File: config.mk
export PLATFORM = sky130hd
export DESIGN_NAME = bank_event_irq
export DESIGN_NICKNAME = d
export VERILOG_FILES = /design/src/rtl/bank_event_irq_pkg.sv /design/src/rtl/bank_event_cfg.sv /design/src/rtl/bank_event_det.sv /design/src/rtl/bank_event_status.sv /design/src/rtl/bank_event_irq.sv
export SDC_FILE = /design/constraint.sdc
export NUM_CORES = 1
export LEC_CHECK = 0
export BUFFER_PORTS_ARGS = -buffer_cell sky130_fd_sc_hd__buf_2
export CORE_MARGIN = 2
export CORE_UTILIZATION = 50
export CTS_CLUSTER_DIAMETER = 60
export CTS_CLUSTER_SIZE = 24
export DETAILED_ROUTE_END_ITERATION = 10
export GPL_ROUTABILITY_DRIVEN = 0
export PLACE_DENSITY = 0.79
export SLEW_MARGIN = 5
export SYNTH_ARGS = -nofsm -noshare
export SYNTH_HDL_FRONTEND = slang
export SYNTH_SLANG_ARGS = --single-unit
File: constraint.sdc
create_clock -name clk_i -period 3.9 [get_ports clk_i]
set_input_delay 0.78 -clock clk_i [delete_from_list [all_inputs] [get_ports clk_i]]
set_output_delay 0.78 -clock clk_i [all_outputs]
set_load 0.01 [all_outputs]
File: src/rtl/bank_event_irq_pkg.sv
package bank_event_irq_pkg;
  localparam int unsigned ADDR_W = 5;

  localparam logic [ADDR_W-1:0] OFS_ENABLE = 5'h00;
  localparam logic [ADDR_W-1:0] OFS_TYPE0  = 5'h04;
  localparam logic [ADDR_W-1:0] OFS_TYPE1  = 5'h08;
  localparam logic [ADDR_W-1:0] OFS_TYPE2  = 5'h0C;
  localparam logic [ADDR_W-1:0] OFS_STATUS = 5'h10;
endpackage

File: src/rtl/bank_event_cfg.sv
module bank_event_cfg
  import bank_event_irq_pkg::*;
#(
  parameter int unsigned NUM_LINES = 32
) (
  input  logic                 clk_i,
  input  logic                 rst_ni,
  input  logic                 wr_en_i,
  input  logic [ADDR_W-1:0]    addr_i,
  input  logic [NUM_LINES-1:0] wdata_i,
  output logic [NUM_LINES-1:0] enable_o,
  output logic [NUM_LINES-1:0] type0_o,
  output logic [NUM_LINES-1:0] type1_o,
  output logic [NUM_LINES-1:0] type2_o
);
  always_ff @(posedge clk_i or negedge rst_ni) begin
    if (!rst_ni) begin
      enable_o <= '0;
      type0_o  <= '1;
      type1_o  <= '1;
      type2_o  <= '0;
    end else if (wr_en_i) begin
      unique case (addr_i)
        OFS_ENABLE: enable_o <= wdata_i;
        OFS_TYPE0:  type0_o  <= wdata_i;
        OFS_TYPE1:  type1_o  <= wdata_i;
        OFS_TYPE2:  type2_o  <= wdata_i;
        default: ;
      endcase
    end
  end

  // a write to the type1 offset only moves type1
  p_type1_write_r2: assert property (@(posedge clk_i) disable iff (!rst_ni)
    (wr_en_i && addr_i == OFS_TYPE1) |=> (type1_o == $past(wdata_i)));
endmodule

File: src/rtl/bank_event_det.sv
module bank_event_det #(
  parameter int unsigned NUM_LINES = 32
) (
  input  logic                 clk_i,
  input  logic                 rst_ni,
  input  logic [NUM_LINES-1:0] line_i,
  input  logic [NUM_LINES-1:0] type0_i,
  input  logic [NUM_LINES-1:0] type1_i,
  input  logic [NUM_LINES-1:0] type2_i,
  output logic [NUM_LINES-1:0] event_o
);
  logic [NUM_LINES-1:0] prev_q;
  logic                 armed_q;

  always_ff @(posedge clk_i or negedge rst_ni) begin
    if (!rst_ni) begin
      prev_q  <= '0;
      armed_q <= 1'b0;
    end else begin
      prev_q  <= line_i;
      armed_q <= 1'b1;
    end
  end

  for (genvar gi = 0; gi < NUM_LINES; gi++) begin : g_line
    logic rise_w, fall_w, edge_ev_w, level_ev_w;
    assign rise_w     = line_i[gi] & ~prev_q[gi];
    assign fall_w     = ~line_i[gi] & prev_q[gi];
    // type2 overrides the rise/fall choice in edge mode
    assign edge_ev_w  = type2_i[gi] ? (rise_w | fall_w)
                                    : (type0_i[gi] ? rise_w : fall_w);
    assign level_ev_w = type0_i[gi] ? line_i[gi] : ~line_i[gi];
    assign event_o[gi] = type1_i[gi] ? level_ev_w : edge_ev_w;
  end

  // edge-mode events need a change against the previous cycle
  p_edge_needs_change_r5: assert property (@(posedge clk_i) disable iff (!rst_ni)
    armed_q |-> ((event_o & ~type1_i & ~(line_i ^ $past(line_i))) == '0));
  // a held high level in level-high mode always yields an event
  p_level_high_r3: assert property (@(posedge clk_i) disable iff (!rst_ni)
    ((type1_i & type0_i & line_i & ~event_o) == '0));
  // a held low level in level-low mode always yields an event
  p_level_low_r4: assert property (@(posedge clk_i) disable iff (!rst_ni)
    ((type1_i & ~type0_i & ~line_i & ~event_o) == '0));
endmodule

File: src/rtl/bank_event_status.sv
module bank_event_status #(
  parameter int unsigned NUM_LINES = 32
) (
  input  logic                 clk_i,
  input  logic                 rst_ni,
  input  logic [NUM_LINES-1:0] event_i,
  input  logic [NUM_LINES-1:0] clr_i,
  input  logic [NUM_LINES-1:0] enable_i,
  output logic [NUM_LINES-1:0] status_o,
  output logic                 irq_o
);
  always_ff @(posedge clk_i or negedge rst_ni) begin
    if (!rst_ni) status_o <= '0;
    else         status_o <= (status_o & ~clr_i) | event_i; // set wins
  end

  assign irq_o = |(status_o & enable_i);

  // every event is captured, enabled or not
  p_event_latched_r9: assert property (@(posedge clk_i) disable iff (!rst_ni)
    (event_i != '0) |=> ((status_o & $past(event_i)) == $past(event_i)));
  // uncleared bits never drop
  p_sticky_r11: assert property (@(posedge clk_i) disable iff (!rst_ni)
    1'b1 |=> (($past(status_o & ~clr_i) & ~status_o) == '0));
  // cleared bits without a new event go low
  p_w1c_r8: assert property (@(posedge clk_i) disable iff (!rst_ni)
    (clr_i != '0) |=> ((status_o & $past(clr_i & ~event_i)) == '0));
  // no status, no interrupt
  p_irq_quiet_r10: assert property (@(posedge clk_i) disable iff (!rst_ni)
    (status_o == '0) |-> !irq_o);
endmodule

File: src/rtl/bank_event_irq.sv
module bank_event_irq
  import bank_event_irq_pkg::*;
(
  input  logic              clk_i,
  input  logic              rst_ni,
  input  logic [31:0]       line_i,
  input  logic              wr_en_i,
  input  logic [ADDR_W-1:0] addr_i,
  input  logic [31:0]       wdata_i,
  output logic [31:0]       rdata_o,
  output logic              irq_o
);
  localparam int unsigned NUM_LINES = 32;

  logic [NUM_LINES-1:0] enable_w, type0_w, type1_w, type2_w;
  logic [NUM_LINES-1:0] event_w, status_w, clr_w;

  bank_event_cfg #(.NUM_LINES(NUM_LINES)) u_cfg (
    .clk_i, .rst_ni, .wr_en_i, .addr_i, .wdata_i,
    .enable_o(enable_w), .type0_o(type0_w), .type1_o(type1_w), .type2_o(type2_w)
  );

  bank_event_det #(.NUM_LINES(NUM_LINES)) u_det (
    .clk_i, .rst_ni, .line_i,
    .type0_i(type0_w), .type1_i(type1_w), .type2_i(type2_w),
    .event_o(event_w)
  );

  assign clr_w = (wr_en_i && addr_i == OFS_STATUS) ? wdata_i : '0;

  bank_event_status #(.NUM_LINES(NUM_LINES)) u_status (
    .clk_i, .rst_ni, .event_i(event_w), .clr_i(clr_w),
    .enable_i(enable_w), .status_o(status_w), .irq_o
  );

  always_comb begin
    unique case (addr_i)
      OFS_ENABLE: rdata_o = enable_w;
      OFS_TYPE0:  rdata_o = type0_w;
      OFS_TYPE1:  rdata_o = type1_w;
      OFS_TYPE2:  rdata_o = type2_w;
      OFS_STATUS: rdata_o = status_w;
      default:    rdata_o = '0;
    endcase
  end

  // state right after reset release
  p_reset_state_r1: assert property (@(posedge clk_i)
    $rose(rst_ni) |-> (enable_w == '0 && type2_w == '0));
endmodule

==> flow_metrics.env <==
export IMPL_synthFlopType="dfrtp_1"
export IMPL_synthTopCellsByArea="dfrtp_1 (30%), dfstp_2 (16%), mux2_2 (14%)"
export IMPL_fin_crit_sh_pct=85.5
export IMPL_cp_max_fo=52
export IMPL_worstMarginPinSlew_ns=0.988
export IMPL_ctsHoldBuffers=0
export IMPL_async_flop_share_pct=100
export IMPL_synthDominantCellAreaShare_pct=30.3
export IMPL_r2r_end="u_status.status_o[14]$_DFF_PN0_"
export IMPL_relSlewSlack_pct=34.1
export IMPL_peakVddDrop_uv=351
export IMPL_dieWidth_um=149
export IMPL_dieArea_mm2=0.0223
export IMPL_grt_pass1_wl_mm=39.6
export IMPL_port_buffers=104
export IMPL_slew_viol_final=0
export IMPL_yosysTopAreaCell="dfrtp_1"
export IMPL_slowest_stage="or4_2"
export IMPL_cp_required_ns=3.12
export IMPL_antenna_found_initial=1
export IMPL_numCtsBuffers=17
export IMPL_crit_buf_inv=3
export IMPL_r2r_slack_ns=2.57
export IMPL_final_common_cell="mux2_2"
export IMPL_drv_cap=0
export IMPL_drcViolationCount=0
export IMPL_crit_path_frequent_cell="buf_2"
export IMPL_grt_total_usage_pct=22.9
export IMPL_path_cells="buf_2 > or4_2 > buf_4 > o221ai_1 > buf_2"
export IMPL_clk_root_buffer_cell="clkbuf_16"
export IMPL_drt_iter0_drc=372
export IMPL_syn_area_mm2=0.0106
export IMPL_ys_warn_count=0
export IMPL_synth_edf_count=0
export IMPL_rsz0062_at_grt="no"
export IMPL_worstSetupEndpoint="rdata_o[21]"
export IMPL_drt_wirelength_per_cell_um=19.1
export IMPL_cp_slowest_stage_delay_ns=0.66
export IMPL_cts_repair_resized=0
export IMPL_netlist_instances=903
export IMPL_path_class="primary input to output pin"
export IMPL_dp_hpwl_mm=16.3
export IMPL_timing_rr_start="u_cfg.type0_o[14]$_DFFE_PN1P_"
export IMPL_start_util_pct=50.6
export IMPL_fin_crit_ns=3.33
export IMPL_postSynthAreaPerCell_um2=11.7
export IMPL_rows=53
export IMPL_start_kind="primary input"
export IMPL_fmax_mhz=300
export IMPL_grt_overflow=0
export IMPL_cp_arrival_ns=2.55
export IMPL_antenna_left=0
export IMPL_first_pass_iters=5
export IMPL_dp_cells=1257
export IMPL_synth_seq_cells=192
export IMPL_cp_end_kind="output pin"
export IMPL_clock_latency_ns=0.43
export IMPL_clk_pin_slew_ns=0.06
export IMPL_stdcell_count=1290
export IMPL_syn_num_nets=1039
export IMPL_post_cts_buffers=0
export IMPL_crit_start="addr_i[2]"
export IMPL_finalSetupTns_ns=0
export IMPL_synth_distinct_cells=26
export IMPL_via_per_inst=5.74
export IMPL_die_y_um=149
export IMPL_postLayoutCoreUtil_pct=57.8
export IMPL_cts_tree="built"
export IMPL_crit_cells=5
export IMPL_setup_viol=0
export IMPL_final_hold_violation_count=0
export IMPL_cp_top_family="buffers and inverters"
export IMPL_final_setup_skew_ns=0.00692
export IMPL_hp_class="primary input to asynchronous set/reset pin"
export IMPL_seq_area_frac_synth_pct=46.2
export IMPL_ios=105
export IMPL_core_mm2=0.0209
export IMPL_routed_wl_mm=24.6
export IMPL_power_per_cell_area_mw_per_mm2=456
export IMPL_cts_sinks=192
export IMPL_outcome="finished, final reports clean"
export IMPL_num_vias=7408
export IMPL_r2r_cells=3
export IMPL_p_leak_nw=5.69
export IMPL_drive_above_1_share_pct=37.4
export IMPL_grt_pass1_vias=7416
export IMPL_mostFrequentLayoutCells="mux2_2 (130), dfrtp_1 (128), buf_2 (103)"
export IMPL_final_net_count=1137
export IMPL_grt_max_degree=86
export IMPL_areaGrowthSynthToFinish_pct=14.3
export IMPL_htreeDepth=4
export IMPL_clock_path_buffers=2
-- synthesized netlist by cell type, types with 34 or more instances --
master	number
mux2_2	130
dfrtp_1	128
inv_1	96
nand3_1	65
dfstp_2	64
ha_1	64
mux2i_1	64
nand2_1	34
-- final cells by class --
class	count	area [µm²]
antenna	1	2.50
timing repair buffer	120	699
clock buffer	20	447
sequential	192	4880
fill	1748	8810
clock inverter	12	184
multi-input combinational	574	5150
tap	275	344
inverter	96	360
-- worst min-delay path by stage --
| stage | startpoint | endpoint | slack, ns | cells past startpoint |
|---|---|---|---|---|
| finish | rst_ni | u_det.prev_q[17]$_DFF_PN0_ | 0.37 | 1 |
| global route | rst_ni | u_det.prev_q[17]$_DFF_PN0_ | 0.43 | 1 |
| CTS | rst_ni | u_det.prev_q[12]$_DFF_PN0_ | 0.42 | 1 |
| detailed placement | u_cfg.enable_o[28]$_DFFE_PN0P_ | u_cfg.enable_o[28]$_DFFE_PN0P_ | 0.52 | 1 |
| global placement | u_cfg.enable_o[9]$_DFFE_PN0P_ | u_cfg.enable_o[9]$_DFFE_PN0P_ | 0.51 | 1 |
| floorplan | rst_ni | u_cfg.enable_o[0]$_DFFE_PN0P_ | 0.48 | 0 |
-- state kept, by name (all words and copies together), names as in the netlist --
name,flops
u_cfg.enable_o,32
u_cfg.type0_o,32
u_cfg.type1_o,32
u_cfg.type2_o,32
u_det.prev_q,32
u_status.status_o,32
-- per-stage QoR --
step / total power [W] / hold slack [ns] / setup slack, ns / cell area, µm²
2_1_floorplan: 0.00333 / 0.484 / 1.12 / 10600
3_3_place_gp: 0.00363 / 0.511 / 0.579 / 11400
3_5_place_dp: 0.00368 / 0.518 / 0.589 / 11400
4_1_cts: 0.00555 / 0.416 / 0.583 / 12100
5_1_grt: 0.00579 / 0.432 / 0.543 / 12100
6_report: 0.00551 / 0.370 / 0.567 / 12100
-- kinds of logic (layout without fill, tap and decap cells) --
group	count (synthesis)	count (layout)	synth area share [%]
muxes	224	224	24.2
DFF	192	192	46.2
other	0	1	0
AOI/OAI and AO/OA	144	144	9.09
and+or+nand+nor	110	110	5.07
adders and majority gates	64	64	7.58
xor gates and xnor gates	32	32	2.65
buffers and inverters	137	248	5.21
-- where the power goes --
| part | total, W | internal, W | leakage, nW | switching (W) |
|---|---|---|---|---|
| Clock | 0.00186 | 0.00109 | 0.289 | 0.000770 |
| Sequential | 0.00268 | 0.00238 | 2.14 | 0.000299 |
| Combinational | 0.000968 | 0.000546 | 3.26 | 0.000421 |
| Total | 0.00551 | 0.00402 | 5.69 | 0.00149 |
-- routing by layer --
metal	global-route usage, %	vias up	part of all wire, %
met5	0	-	0
met4	6.19	0	1.1
met3	3.55	19	4.9
met2	36.7	194	48
met1	32.6	3766	46
li1	-	3429	-
Note: power is estimated with default switching activity, not from simulation.
